==> src/rtl/actl_pkg.sv <==
package actl_pkg;
   localparam int BYTE_W = 8;
   // general control register fields
   localparam int GC_STANDBY = 0;
   localparam int GC_IN_MUTE = 1;
   localparam int GC_OUT_MUTE = 2;
   localparam int GC_TREBLE_HI = 3;
   // bass control register fields
   localparam int BC_BASS_HI = 0;
   localparam int BC_SPEED_LSB = 1;
   localparam int BC_THRESH_LSB = 3;
   localparam int BC_ALC_EN = 5;
   // volume register fields
   localparam int VR_FINE_LSB = 0;
   localparam int VR_COARSE_LSB = 3;
   localparam int VR_GAIN = 6;
   localparam int VR_DAMP = 7;
   // register indexes
   localparam int IDX_GEN = 0;
   localparam int IDX_BASS = 1;
   localparam int IDX_VOL = 2;

   typedef enum logic [1:0] {
      RX_IDLE = 2'd0,
      RX_ADDR = 2'd1,
      RX_DATA = 2'd2,
      RX_ACK  = 2'd3
   } rx_state_t;
endpackage

==> src/rtl/actl_sync.sv <==
module actl_sync #(
   parameter int STAGES = 2,
   parameter int WIDTH = 2
) (
   input  logic             clk,
   input  logic             rst,
   input  logic [WIDTH-1:0] d,
   output logic [WIDTH-1:0] q
);
   logic [WIDTH-1:0] stage [STAGES];

   generate
      if (STAGES < 2) begin : g_bad
         $error("actl_sync needs at least two stages");
      end
      for (genvar s = 0; s < STAGES; s++) begin : g_stage
         always_ff @(posedge clk) begin
            if (rst) stage[s] <= '1;
            else if (s == 0) stage[s] <= d;
            else stage[s] <= stage[(s == 0) ? 0 : s-1];
         end
      end
   endgenerate

   assign q = stage[STAGES-1];
endmodule

==> src/rtl/actl_bus_rx.sv <==
module actl_bus_rx
   import actl_pkg::*;
#(
   parameter logic [6:0] DEV_ADDR = 7'h44
) (
   input  logic              clk,
   input  logic              rst,
   input  logic              scl_s,
   input  logic              sda_s,
   output logic              sda_pull,
   output logic              start_det,
   output logic              byte_stb,
   output logic              byte_first,
   output logic [BYTE_W-1:0] byte_data
);
   localparam logic [BYTE_W-1:0] ADDR_WR = {DEV_ADDR, 1'b0};
   localparam logic [3:0] BITS = 4'(BYTE_W);

   logic scl_q, sda_q, stop_det, scl_rise, scl_fall;
   rx_state_t state;
   logic [3:0] cnt;
   logic [BYTE_W-1:0] shreg;
   logic first_q;

   always_ff @(posedge clk) begin
      if (rst) begin
         scl_q <= 1'b1;
         sda_q <= 1'b1;
      end else begin
         scl_q <= scl_s;
         sda_q <= sda_s;
      end
   end

   assign start_det = scl_s & scl_q & sda_q & ~sda_s;
   assign stop_det  = scl_s & scl_q & ~sda_q & sda_s;
   assign scl_rise  = scl_s & ~scl_q;
   assign scl_fall  = ~scl_s & scl_q;

   always_ff @(posedge clk) begin
      if (rst) begin
         state      <= RX_IDLE;
         cnt        <= '0;
         shreg      <= '0;
         first_q    <= 1'b0;
         sda_pull   <= 1'b0;
         byte_stb   <= 1'b0;
         byte_first <= 1'b0;
         byte_data  <= '0;
      end else begin
         byte_stb <= 1'b0;
         if (start_det) begin
            state    <= RX_ADDR;
            cnt      <= '0;
            sda_pull <= 1'b0;
         end else if (stop_det) begin
            state    <= RX_IDLE;
            sda_pull <= 1'b0;
         end else begin
            unique case (state)
               RX_ADDR, RX_DATA: begin
                  if (scl_rise && cnt < BITS) begin
                     shreg <= {shreg[BYTE_W-2:0], sda_s};
                     cnt   <= cnt + 4'd1;
                  end else if (scl_fall && cnt == BITS) begin
                     if (state == RX_ADDR) begin
                        if (shreg == ADDR_WR) begin
                           sda_pull <= 1'b1;
                           first_q  <= 1'b1;
                           state    <= RX_ACK;
                        end else begin
                           state <= RX_IDLE;
                        end
                     end else begin
                        sda_pull   <= 1'b1;
                        state      <= RX_ACK;
                        byte_stb   <= 1'b1;
                        byte_data  <= shreg;
                        byte_first <= first_q;
                        first_q    <= 1'b0;
                     end
                  end
               end
               RX_ACK: begin
                  if (scl_fall) begin
                     sda_pull <= 1'b0;
                     cnt      <= '0;
                     state    <= RX_DATA;
                  end
               end
               default: ;
            endcase
         end
      end
   end
endmodule

==> src/rtl/actl_regs.sv <==
module actl_regs
   import actl_pkg::*;
#(
   parameter int NUM_REGS = 3,
   parameter int IDX_W = 4
) (
   input  logic                       clk,
   input  logic                       rst,
   input  logic                       byte_stb,
   input  logic                       byte_first,
   input  logic [BYTE_W-1:0]          byte_data,
   output logic [NUM_REGS*BYTE_W-1:0] reg_flat,
   output logic [IDX_W-1:0]           wr_idx
);
   localparam int INC_BIT = IDX_W;
   localparam logic [IDX_W-1:0] LAST = IDX_W'(NUM_REGS - 1);

   logic inc_en;
   logic data_wr;

   assign data_wr = byte_stb & ~byte_first;

   always_ff @(posedge clk) begin
      if (rst) begin
         wr_idx <= '0;
         inc_en <= 1'b0;
      end else if (byte_stb && byte_first) begin
         wr_idx <= byte_data[IDX_W-1:0];
         inc_en <= byte_data[INC_BIT];
      end else if (data_wr && inc_en) begin
         wr_idx <= (wr_idx >= LAST) ? '0 : wr_idx + 1'b1;
      end
   end

   generate
      for (genvar r = 0; r < NUM_REGS; r++) begin : g_reg
         logic [BYTE_W-1:0] value;
         always_ff @(posedge clk) begin
            if (rst) value <= '0;
            else if (data_wr && wr_idx == IDX_W'(r)) value <= byte_data;
         end
         assign reg_flat[r*BYTE_W +: BYTE_W] = value;
      end
   endgenerate
endmodule

==> src/rtl/audio_ctl_i2c.sv <==
module audio_ctl_i2c
   import actl_pkg::*;
#(
   parameter logic [6:0] DEV_ADDR = 7'h44,
   parameter int NUM_REGS = 3,
   parameter int SYNC_STAGES = 2
) (
   input  logic       clk,
   input  logic       rst,
   input  logic       scl_i,
   input  logic       sda_i,
   output logic       sda_pull_o,
   output logic       standby_o,
   output logic       in_mute_o,
   output logic       out_mute_o,
   output logic       treble_hi_o,
   output logic       bass_hi_o,
   output logic       alc_en_o,
   output logic [1:0] alc_speed_o,
   output logic [1:0] alc_thresh_o,
   output logic [5:0] vol_atten_o,
   output logic       out_gain_o,
   output logic       out_damp_o
);
   localparam int IDX_W = 4;

   generate
      if (NUM_REGS < 3 || NUM_REGS > (1 << IDX_W)) begin : g_bad_regs
         $error("NUM_REGS must lie between 3 and 16");
      end
      if (SYNC_STAGES < 2) begin : g_bad_sync
         $error("SYNC_STAGES must be at least 2");
      end
   endgenerate

   logic scl_s, sda_s;
   logic start_det, byte_stb, byte_first;
   logic [BYTE_W-1:0] byte_data;
   logic [NUM_REGS*BYTE_W-1:0] reg_flat;
   logic [IDX_W-1:0] wr_idx;
   logic [BYTE_W-1:0] gen_r, bass_r, vol_r;
   logic [2:0] fine, coarse;

   actl_sync #(.STAGES(SYNC_STAGES), .WIDTH(2)) u_sync (
      .clk (clk),
      .rst (rst),
      .d   ({scl_i, sda_i}),
      .q   ({scl_s, sda_s})
   );

   actl_bus_rx #(.DEV_ADDR(DEV_ADDR)) u_rx (
      .clk        (clk),
      .rst        (rst),
      .scl_s      (scl_s),
      .sda_s      (sda_s),
      .sda_pull   (sda_pull_o),
      .start_det  (start_det),
      .byte_stb   (byte_stb),
      .byte_first (byte_first),
      .byte_data  (byte_data)
   );

   actl_regs #(.NUM_REGS(NUM_REGS), .IDX_W(IDX_W)) u_regs (
      .clk        (clk),
      .rst        (rst),
      .byte_stb   (byte_stb),
      .byte_first (byte_first),
      .byte_data  (byte_data),
      .reg_flat   (reg_flat),
      .wr_idx     (wr_idx)
   );

   assign gen_r  = reg_flat[IDX_GEN*BYTE_W +: BYTE_W];
   assign bass_r = reg_flat[IDX_BASS*BYTE_W +: BYTE_W];
   assign vol_r  = reg_flat[IDX_VOL*BYTE_W +: BYTE_W];

   assign standby_o   = gen_r[GC_STANDBY];
   assign in_mute_o   = gen_r[GC_IN_MUTE];
   assign out_mute_o  = gen_r[GC_OUT_MUTE];
   assign treble_hi_o = gen_r[GC_TREBLE_HI];

   assign bass_hi_o    = bass_r[BC_BASS_HI];
   assign alc_speed_o  = bass_r[BC_SPEED_LSB +: 2];
   assign alc_thresh_o = bass_r[BC_THRESH_LSB +: 2];
   assign alc_en_o     = bass_r[BC_ALC_EN];

   assign fine        = vol_r[VR_FINE_LSB +: 3];
   assign coarse      = vol_r[VR_COARSE_LSB +: 3];
   assign vol_atten_o = 6'(coarse) * 6'd8 + 6'(fine);
   assign out_gain_o  = vol_r[VR_GAIN];
   assign out_damp_o  = vol_r[VR_DAMP];
endmodule

==> config.mk <==
export PLATFORM = sky130hd
export DESIGN_NAME = audio_ctl_i2c
export DESIGN_NICKNAME = d
export VERILOG_FILES = /design/src/rtl/actl_pkg.sv /design/src/rtl/actl_sync.sv /design/src/rtl/actl_bus_rx.sv /design/src/rtl/actl_regs.sv /design/src/rtl/audio_ctl_i2c.sv
export SDC_FILE = /design/constraint.sdc
export NUM_CORES = 1
export LEC_CHECK = 0
export BUFFER_PORTS_ARGS = -buffer_cell sky130_fd_sc_hd__buf_4
export CORE_MARGIN = 10
export CORE_UTILIZATION = 61
export DETAILED_ROUTE_END_ITERATION = 6
export PLACE_DENSITY_LB_ADDON = 0.05
export SLEW_MARGIN = 40
export SYNTH_ARGS = -nofsm -noshare
export SYNTH_HDL_FRONTEND = slang
export SYNTH_SLANG_ARGS = --single-unit
==> constraint.sdc <==
create_clock -name clk -period 2.75 [get_ports clk]
set_input_delay 0.55 -clock clk [delete_from_list [all_inputs] [get_ports clk]]
set_output_delay 0.55 -clock clk [all_outputs]
set_load 0.005 [all_outputs]
==> results list, run 1 <==
* Average via count per standard cell: roughly 5.7
* Share of async-settable or async-resettable flops after synthesis: 0%
* Share of the clock period used by the worst path: 76.22%
* Endpoint type of the worst setup path: flip-flop
- Internal Power: 1129 µW
- Synthesis produced a netlist whose cell count is 240.
* Number of clock sinks: 55
- List of most frequent post-synthesis cells: dfxtp_1, nand2_1, a21oi_1
- The synthesized netlist occupies a cell area of between 0.002 and 0.0025 mm².
* Critical Setup Path Class: reg2reg
- Pre-CTS setup slack: ~0.71 ns
- After clock tree synthesis, the clock-pin slew on the worst setup and hold paths is around 0.09 ns.
* Gpl congestion: around 0.8
- Final Setup Violations: 0
- The run finished with clean final reports.
* Peak Freq: approximately 0.48 GHz
* Die span in y: about 81 µm
- The synthesized design spends more area on one cell type than any other, namely dfxtp_1.
- In this run the tightest slew margin relative to its limit is between 60 and 70%.
- Routed length per instance: between 10 and 15 µm
- Switching power total: between 400 and 500 µW
* Max clock buf depth: 2
- For this configuration, the core starts out at a cell density of 64.96%.
* Power density over the cells: ~610 mW/mm²
* Total routing usage reported by global routing: 14.90%
* Fin. Hold Viols: 0
- The number of different library cells used by synthesis comes to 42.
- Summed over all failing endpoints, the final setup total negative slack is 0 ns.
* Via Count: between 1500 and 2000
- Global-route wire length before repair: 7831 µm
- Count of instances resized after the clock tree is built: 0
* Maximum number of pins on one net before global-route repair: 44
- Wires add up to roughly 4600 µm.
* Share of post-route cells with drive strength above 1: 17.62%
- The number of antenna diodes in the final layout is 0.
* Register bit total from synthesis: 55
* Startpoint Class: flip-flop
- The worst hold path belongs to the class reg2reg.
- Hold buffers post-CTS: 0
- The via count of the first global-routing pass is ~1700.
- Area after detailed placement: about 0.0024 mm²
- Data arrives at the worst endpoint at around 2.3 ns.
- The region available for standard cell placement spans between 0.003 and 0.004 mm².
- The share of total power dissipated in the clock network is just under 30%.
- The synthesized design devotes to its leading area cell type 49.24% of total area.
* Setup Skew: 0.005489 ns
- The final layout contains around 270 nets.
- Combinational power share: roughly 16%
- Yosys instantiated no cell more often than dfxtp_1.
* TritonCTS clock tree: done
* Avg Inst Size Synth: roughly 9.3 µm²
- Number of antenna violations at the first check in global routing: 0
* Biggest fanout along the worst timing path: 9
- STA puts the critical path data required time at around 3 ns.
* Clock H-tree levels: 2
- Design Area, Final: 0.002534 mm²
- Die boundary width: roughly 80 µm
- Number of iterations in the first detailed-routing pass: 4
- Clock Latency Late Sink: 0.30 ns
- Top cells by area in the synthesized netlist: dfxtp_1, a21oi_1, nand3_1, ha_1, nand2_1
- Prevailing post-synth register cell: dfxtp_1
* Placed wire-length estimate: approximately 3200 µm
* Die Area: approximately 0.0065 mm²
- For the pin with the worst max-slew slack, the measured transition is 0.4892 ns.
* Antenna violation net count after detailed routing: 0
- Count of buffers inserted at the top-level ports: 22
* DRC marker count from the first detailed-route iteration: roughly 160
- The total overflow left after global routing is 0.
- Post-synth EDFFs: 0
- Area delta synth->final: 13.32%
- Clock tree synthesis inserted a total of 5 buffers.
- After detailed routing, the number of remaining DRC violations is 0.
- Part of the total power dissipated in sequential elements: between 50% and 60%
- Switching fraction of total power: between 20% and 30%
- Setup slack on the critical path of the routed design comes to about 0.65 ns.
- Worst voltage drop across the vdd grid: 464.4 µV
- After floorplanning, the core was divided into 21 placement rows.
- Shortest period the worst path allows: 2.096 ns
- Leak Pwr: between 0.0009 and 0.001 µW
* RSZ-0062 raised after global routing: false
- Share of synthesized area occupied by flip-flops and latches: 49.24%
- After layout, the design draws a total of about 1500 µW.
- In this run the clock root is driven by a clkbuf_8.
- Post-Synthesis Net Count: approximately 250
- Yosys warning total: 0
- The number of setup buffers added after CTS is 0.
* # Max-Cap Violations: 0
- During I/O placement, the number of pins put on the boundary was 23.
* Number of max-slew violations in the final report: 0
* Worst hold margin: between 0.4 and 0.5 ns
-- final timing paths --
check                           cells past startpoint          startpoint                  to  slack (ns)
worst max-delay path                                8       u_rx.state[0]       u_rx.state[0]        0.65
worst min-delay path                                1  u_sync.stage[0][1]  u_sync.stage[1][1]        0.42
worst max register to register                      8       u_rx.state[0]       u_rx.state[0]        0.65
worst min register to register                      1  u_sync.stage[0][1]  u_sync.stage[1][1]        0.42
-- cell type report --
cell class | instances | area, µm²
inverters | 7 | 26.28
repair buffers | 24 | 180.2
well taps | 46 | 57.56
fillers | 268 | 908.4
multi-input cells | 167 | 1074
flip-flops and latches | 55 | 1101
clock buffers | 7 | 86.33
clock inverters | 1 | 8.758
-- placed cells by master, fill, tap and decap left out, drive strengths merged --
| cell type | count |
|---|---|
| dfxtp | 55 |
| nand2 | 27 |
| a21oi | 26 |
| buf | 24 |
| nand3 | 23 |
| nor2 | 16 |
| mux2i | 9 |
| a22o | 9 |
| ha | 9 |
| inv | 7 |
| or2 | 7 |
| clkbuf | 7 |
| o21ai | 5 |
| or4b | 3 |
| nor2b | 3 |
| nand2b | 3 |
| nor3 | 3 |
| a211oi | 3 |
| a32oi | 2 |
| a31oi | 2 |
| o31ai | 2 |
| or4 | 2 |
| o21a | 1 |
| nor4bb | 1 |
| and4b | 1 |
| xor2 | 1 |
| a221oi | 1 |
| a311oi | 1 |
| nand4b | 1 |
| nor4b | 1 |
| or3 | 1 |
| nor4 | 1 |
| a2111oi | 1 |
| a31o | 1 |
| a22oi | 1 |
| clkinv | 1 |
-- kinds of logic (layout without fill, tap and decap cells) --
group,count (synthesis),count (layout),share of synthesized area [%]
XOR/XNOR,1,1,0.3918
flip-flops,55,55,49.24
multiplexers,9,9,4.029
adder cells (fa/ha/maj),9,9,5.036
AO/OA/AOI/OAI,55,55,15.95
AND/OR/NAND/NOR,93,93,22.05
buffers and inverters,18,39,3.302
-- metal layers --
| metal | track usage, % | wire, µm | share of wire [%] |
|---|---|---|---|
| met5 | 0 | 0 | 0 |
| met4 | 5.106 | 53 | 1.2 |
| met3 | 3.786 | 249 | 5.4 |
| met2 | 23.65 | 2198 | 48 |
| met1 | 19.00 | 2069 | 45 |
-- worst max-delay path, cell delays in order (launching register included) --
cell and delay (ns):
dfxtp_1 0.37, inv_1 0.07, ha_1 0.36, nor4bb_2 0.20, buf_4 0.19, a211oi_2 0.24, nand2_1 0.15, a221oi_1 0.32
a311oi_1 0.08
-- state kept, by name (all words and copies together), names as in the netlist, 2 cells and up --
signal and cells:
u_rx.shreg 8, u_rx.byte_data 8, u_rx.cnt 4, u_regs.g.value 18
u_rx.state 2, u_regs.wr_idx 4, u_sync.stage 4
-- metrics by stage --
stage,instances,utilization [%]
floorplan,240,-
global placement,299,70.85
detailed placement,299,70.85
CTS,307,73.61
global route,307,73.61
finish,307,73.61
-- power groups by stage --
stage | Sequential [µW] | Combinational [µW] | Clock (µW)
2_1_floorplan | 860 | 184 | 0
3_3_place_gp | 864 | 228 | 0
3_5_place_dp | 866 | 237 | 0
4_1_cts | 847 | 240 | 460
5_1_grt | 851 | 272 | 502
6_report | 846 | 246 | 458
(Power assumes the default switching activity.)
==> run 2: changes to the inputs <==
--- a/config.mk
+++ b/config.mk
@@ -7,7 +7,7 @@
 export LEC_CHECK = 0
 export BUFFER_PORTS_ARGS = -buffer_cell sky130_fd_sc_hd__buf_4
 export CORE_MARGIN = 10
-export CORE_UTILIZATION = 61
+export CORE_UTILIZATION = 52
 export DETAILED_ROUTE_END_ITERATION = 6
 export PLACE_DENSITY_LB_ADDON = 0.05
 export SLEW_MARGIN = 40
==> constraint.sdc (replaced) <==
create_clock -name clk -period 1.7 [get_ports clk]
set_input_delay 0.34 -clock clk [delete_from_list [all_inputs] [get_ports clk]]
set_output_delay 0.34 -clock clk [all_outputs]
set_load 0.005 [all_outputs]
==> run 2 against run 1 <==
Flip-flop and latch count unchanged. Critical endpoint is now u_rx.byte_data[7]. Sequential power up 61%. Sequential share of layout area is 3.4 points lower. Non-clock buffer count increased by 19. Register-to-register slack worse by 0.68 ns. Critical path depth shrank 1. The flow now finishes with violations (setup timing).
==> results list, run 2 (synthesis gave the netlist of run 1 again) <==
- The maximum count of clock buffers along a single path was 2 (unchanged).
- Placed wire-length estimate: 3443 µm (+7.3%)
- The transition time of the tightest slew-check pin was 0.4486 ns (-0.04057 ns).
- The via density per instance was 5.527 (-3.8%).
* Number of antenna violations at the first check in global routing: 0 (unchanged)
* Maximum number of pins on one net before global-route repair: 44 (unchanged)
* Count of cells along the worst hold path: 2 (+1)
* Largest registers: u_regs.g.value (18), u_rx.byte_data (8), u_rx.shreg (8)
- Biggest fanout along the worst timing path: 10 (+1)
- Routed length per instance: 14.69 µm (-1.3%)
- The number of setup buffers added after CTS came to 0 (unchanged).
* Ports placed on the boundary: 23 (unchanged)
- The number of nets in the finished design is 292 (+7.0%).
- The fraction of layout cells with a size suffix above 1 is 28.21% (+11 points).
- Number of iterations in the first detailed-routing pass: 4 (unchanged)
- Final Setup Violations: 9 (+9)
* Die boundary width: 85.57 µm (+6.2%)
- Worst voltage drop across the vdd grid: 600.9 µV (+29%)
* Critical Setup Path Class: reg2reg
* Shortest period the worst path allows: 1.728 ns (-0.3678 ns)
* Total routing usage reported by global routing: 13.85% (-1.0 points)
* Power density over the cells: 983.9 mW/mm² (+61%)
- The initial cell density of the core came to 54.72% (-10 points).
* TritonCTS clock tree: done
- Setup Skew: 0.007314 ns (+0.001825 ns)
- The floorplan die area came to 0.007322 mm² (+13%).
- Share of the clock period used by the worst path: 101.7% (+25 points)
- The run finished, with violations left.
* Design Area, Final: 0.002754 mm² (+8.7%)
* Worst hold margin: 0.2132 ns (-0.2025 ns)
* Global-route wire length before repair: 8514 µm (+8.7%)
* Endpoint required time on the critical path: 1.90 ns (-1.03 ns)
- The total via count after detailed routing came to 1824 (+3.4%).
* Commonest non-fill, non-tap cells in the layout: dfxtp_1, buf_4, nand2_1
- The placed cell count was 322 (+7.7%).
- Die span in y: 85.57 µm (+6.2%)
- Setup repair after global routing could not meet its margin everywhere.
- Clock root buffer: clkbuf_8
* Number of clock buffers inserted by TritonCTS: 5 (unchanged)
- The final critical-path setup slack was -0.02825 ns (-0.6822 ns).
* Count of buffers inserted at the top-level ports: 22 (unchanged)
- Area inside the core boundary: 0.004086 mm² (+19%)
- The relative max-transition margin is 70.09% (+2.9 points).
- The total power after layout came to 2710 µW (+75%).
- The final count of hold timing violations was 0 (unchanged).
* Gpl congestion: 0.7760 (-3.0%)
- The clock transition at the registers of the reported paths was 0.09 ns (about the same).
- The worst setup path is launched from a flip-flop.
* Filler Cells Inserted: 353 (+32%)
- Total grt overflow: 0 (unchanged)
* Ant. Diodes: 0 (unchanged)
- Antenna violation net count after detailed routing: 0 (unchanged)
- Final cell count without fillers: 330 (+7.5%)
- The critical path data arrival time is 1.93 ns (-0.34 ns).
- The worst reg2reg path depth is 7 (-1).
* Clock Latency Late Sink: 0.31 ns (about the same)
* Clock H-tree levels: 2 (unchanged)
- The clock sink count was 55 (unchanged).
- The worst setup path is captured at a flip-flop.
* Detailed-route wire length: 4847 µm (+6.1%)
* Via count of the first global-routing pass: 1796 (+4.8%)
- Leak Pwr: 0.001038 µW (+11%)
- Largest reg by FF count: u_regs.g.value
- The post-placement cell area was 0.002631 mm² (+7.9%).
- Placement Rows: 23 (+9.5%)
- The post-placement setup slack was -0.06502 ns (-0.7753 ns).
- The max-cap check violation count came to 0 (unchanged).
- The count of pins over their slew limit is 0 (unchanged).
- The number of flip-flops in the largest register was 18 (unchanged).
* Failing checks: setup timing
- Area delta synth->final: 23.17%
- The maximum operating frequency is 0.5786 GHz (+21%).
- Leaving out fill and tap cells, the most frequent cell in the layout is dfxtp_1.
* DRC marker count from the first detailed-route iteration: 139 (-12%)
* Worst min path class: in2reg
* DRC violations left: 0 (unchanged)
## run 2: cell count changes in the layout (fill, tap and decap cells not counted), moves of 2 or more
| cell | previous run | this run |
|---|---|---|
| a21oi_1 | 26 | 24 |
| ha_1 | 9 | 7 |
| inv_1 | 7 | 4 |
| a21oi_2 | 0 | 2 |
| dfxtp_1 | 55 | 53 |
| inv_2 | 0 | 3 |
| buf_4 | 24 | 42 |
| dfxtp_2 | 0 | 2 |
| nor2_4 | 0 | 2 |
## run 2: where the power goes
group / switching [µW] / internal, µW
Combinational: 301 / 294
Clock: 423 / 334
Sequential: 23.1 / 1340
## run 2: worst paths after layout
path	endpoint	slack, ns	startpoint
max	u_rx.byte_data[7]	-0.03	u_rx.state[1]
min	u_sync.stage[0][1]	0.21	scl_i
max reg2reg	u_rx.byte_data[7]	-0.03	u_rx.state[1]
min reg2reg	u_sync.stage[1][0]	0.41	u_sync.stage[0][0]
## run 2: critical path, cell delays in order, from the launching register on
cell and delay, ns:
dfxtp_2 0.34, inv_2 0.05, ha_4 0.29, inv_2 0.03
or4_4 0.46, nor2_4 0.13, nor2_4 0.07, a22o_1 0.26
## run 2: what timing repair did
action / CTS / global route
resized for setup: 4 / 4
pin swaps: 1 / 1
endpoints found under the setup margin: 20 / 21
hold buffers: 0 / 0
## run 2: routing by layer
layer,share of wire (%),GRT usage (%)
met1,48,18.17
met5,0,0
met4,1.8,4.940
met3,4.5,3.406
met2,46,21.46
## run 2: stage by stage
step	util (%)	setup TNS (ns)
after floorplan	-	0
after global placement	64.39	-0.2483
after detailed placement	64.39	-0.6257
after CTS	67.09	-0.1411
after global routing	67.39	-1.104
final	67.39	-0.1558
## run 2: final cells by class
cell class,instances,area (µm²),area share (%)
multi-input combinational,167,1130,41.03
inverter,7,26.28,0.9541
tap,50,62.56,2.272
clock buffer,6,82.58,2.999
sequential,55,1104,40.07
clock inverter,2,13.76,0.4998
timing repair buffer,43,335.3,12.18
==> run 3: changes to the inputs <==
--- a/config.mk
+++ b/config.mk
@@ -5,9 +5,9 @@
 export SDC_FILE = /design/constraint.sdc
 export NUM_CORES = 1
 export LEC_CHECK = 0
-export BUFFER_PORTS_ARGS = -buffer_cell sky130_fd_sc_hd__buf_4
+export BUFFER_PORTS_ARGS = -buffer_cell sky130_fd_sc_hd__buf_2
 export CORE_MARGIN = 10
-export CORE_UTILIZATION = 52
+export CORE_UTILIZATION = 57
 export DETAILED_ROUTE_END_ITERATION = 6
 export PLACE_DENSITY_LB_ADDON = 0.05
 export SLEW_MARGIN = 40
==> constraint.sdc (replaced) <==
create_clock -name clk -period 1.95 [get_ports clk]
set_input_delay 0.39 -clock clk [delete_from_list [all_inputs] [get_ports clk]]
set_output_delay 0.39 -clock clk [all_outputs]
set_load 0.005 [all_outputs]
==> run 3 against run 2 <==
Setup slack better by 0.099 ns. Count of clock-buffer cells in the layout down 1. Clock power down 0.7%. Largest cell class is now sequential cells. Sequential power down 13%. Total power down 13%. Critical path depth unchanged. Critical endpoint is now u_rx.byte_data[6]. Global-route usage up 0.36 points. The flow now finishes without violations. Flip-flop and latch count unchanged. Register-to-register slack better by 0.099 ns. First-iteration DRC count down 11%. Combinational power down 32%. Highest routed layer unchanged. Die area down 6.8%.
==> results list, run 3 (synthesis gave the netlist of run 1 again) <==
* Status: finished clean
* Worst voltage drop across the vdd grid: 663.5 µV (+10%)
* Area delta synth->final: 16.17%
* Via count of the first global-routing pass: 1681 (-6.4%)
* Number of clock sinks: 55 (unchanged)
- The areal power density over the cells was 904.4 mW/mm² (-8.1%).
* Sequence of cells on the critical path: inv_1 -> ha_4 -> inv_1 -> or4_4 -> nor2_4 -> nor2_4 -> a22o_1
- The number of antenna violations at the first check in global routing was 0 (unchanged).
- Routed length per instance: 14.43 µm (-1.7%)
* Gpl congestion: 0.8277 (+6.7%)
- The pin count of the biggest net entering global routing came to 24 (-45%).
- Measured slew at the worst slew-check pin: 0.4721 ns (+0.02353 ns)
- Placed cell count: 307 (-4.7%)
* Startpoint Class: flip-flop
- The total routing resource utilization after global routing was 14.21% (+0.36 points).
- Commonest non-fill, non-tap cells in the layout: dfxtp_1, nand2_1, a21oi_1
- Placement Rows: 22 (-4.3%)
- # Max-Cap Violations: 0 (unchanged)
- Ports placed on the boundary: 23 (unchanged)
- Via Count: 1783 (-2.2%)
- DRC violations left: 0 (unchanged)
- TritonCTS clock tree: done
- Largest reg by FF count: u_regs.g.value
- The number of buffers added by the clock tree synthesis step is 5 (unchanged).
- Leaving out fill and tap cells, the most frequent cell in the layout is dfxtp_1.
* Number of max-slew violations in the final report: 0 (unchanged)
- Biggest fanout along the worst timing path: 10 (unchanged)
* Worst min path class: in2reg
- Placed wire-length estimate: 3186 µm (-7.5%)
- The H-tree depth reported by CTS is 2 (unchanged).
- The count of input and output buffers came to 22 (unchanged).
- Max clock buf depth: 2 (unchanged)
* Worst-path clk slew: 0.10 ns (about the same)
- Ant. Diodes: 0 (unchanged)
- The final count of hold timing violations is 0 (unchanged).
- The final routed wirelength across all metal layers was 4575 µm (-5.6%).
- The core region area is 0.003716 mm² (-9.1%).
- The worst clock skew was 0.009349 ns (+0.002035 ns).
- The slowest stage of the critical path is the or4_4 cell.
* Shortest period the worst path allows: 1.879 ns (+0.1508 ns)
- The post-placement setup slack was -0.004636 ns (+0.06038 ns).
- The leakage power figure is 0.0009912 µW (-4.5%).
- The critical path data arrival time was 2.08 ns (+0.15 ns).
* Share of the clock period used by the worst path: 96.36% (-5.3 points)
* Clock Latency Late Sink: 0.31 ns (about the same)
* Final Setup Violations: 0 (-9)
- STA classifies the critical path endpoint as a flip-flop.
- The hold-critical path depth was 2 (unchanged).
* Design Power: 2349 µW (-13%)
- Share of post-route cells with drive strength above 1: 21.56% (-6.7 points)
* Crit. path cell count: 7 (unchanged)
* Global-route wire length before repair: 7665 µm (-10%)
- The largest incremental delay on the critical path came to 0.56 ns (+0.10 ns).
- The via density per instance came to 5.625 (+1.8%).
- Critical Setup Path Class: reg2reg
- Die span in y: 82.63 µm (-3.4%)
* Min setup slack post-route: 0.07099 ns (+0.09924 ns)
* Number of iterations in the first detailed-routing pass: 4 (unchanged)
* Worst hold margin: 0.2564 ns (+0.04328 ns)
- The floorplan die area came to 0.006828 mm² (-6.8%).
- Among cell families on the critical path, the largest total delay comes from simple AND/OR/NAND/NOR gates.
- The number of nets in the finished design was 281 (-3.8%).
- Path depth of the worst reg2reg path: 7 (unchanged)
- The initial cell density of the core came to 60.17% (+5.5 points).
- Peak Freq: 0.5322 GHz (-8.0%)
- Endpoint required time on the critical path: 2.15 ns (+0.25 ns)
* Clock root buffer: clkbuf_8
- Final cell count without fillers: 317 (-3.9%)
* Max reg flops: 18 (unchanged)
- WP buf/inv: 2 (unchanged)
- In the final layout, the registers with the most flip-flops are u_regs.g.value (18), u_rx.byte_data (8), u_rx.shreg (8).
- The violation count after the first detailed-route iteration is 124 (-11%).
- The remaining global-route overflow is 0 (unchanged).
- Worst relative slew slack: 68.23% (-1.9 points)
* Antenna violation net count after detailed routing: 0 (unchanged)
- The floorplan die width came to 82.63 µm (-3.4%).
run 3: cell types whose count changed in the layout (fill, tap and decap cells not counted), moves of 2 or more:
cell,previous run,this run
inv_1,4,7
buf_2,0,22
a21oi_1,24,26
a21oi_2,2,0
inv_2,3,0
buf_4,42,9
run 3: repair_timing:
item | in CTS | in global routing
pin swaps | 0 | 1
hold buffers | 0 | 0
setup endpoints to repair | 6 | 9
gates resized for setup | 1 | 4
setup buffers | 0 | 2
run 3: where the power goes:
group,switching [µW],internal [µW]
Clock,370,383
Combinational,219,186
Sequential,29.5,1160
Total,618,1730
run 3: final timing paths:
kind | startpoint | slack, ns | end
worst max-delay path | u_rx.state[1] | 0.07 | u_rx.byte_data[6]
worst min-delay path | scl_i | 0.26 | u_sync.stage[0][1]
worst max register to register | u_rx.state[1] | 0.07 | u_rx.byte_data[6]
worst min register to register | u_sync.stage[0][0] | 0.42 | u_sync.stage[1][0]
run 3: per-layer routing:
layer	vias to the layer above	part of all wire (%)	global-route usage, %
met5	-	0	0
met4	0	1.6	5.686
met3	8	4.4	4.104
met2	35	45	21.46
met1	825	49	18.67
li1	915	-	-
run 3: layout make-up:
type,count,area [µm²]
fill,324,1119
sequential,55,1102
multi-input combinational,167,1099
timing repair buffer,32,197.7
clock buffer,5,68.82
tap,48,60.06
clock inverter,3,43.79
inverter,7,26.28
run 3: stage by stage:
step                setup TNS [ns]  utilization (%)  instance area (µm²)
finish                           0            69.90                 2597
global route              -0.01891            69.90                 2597
CTS                              0            69.12                 2569
detailed placement       -0.004819            65.76                 2444
global placement                 0            65.76                 2444
floorplan                        0                -                 2236
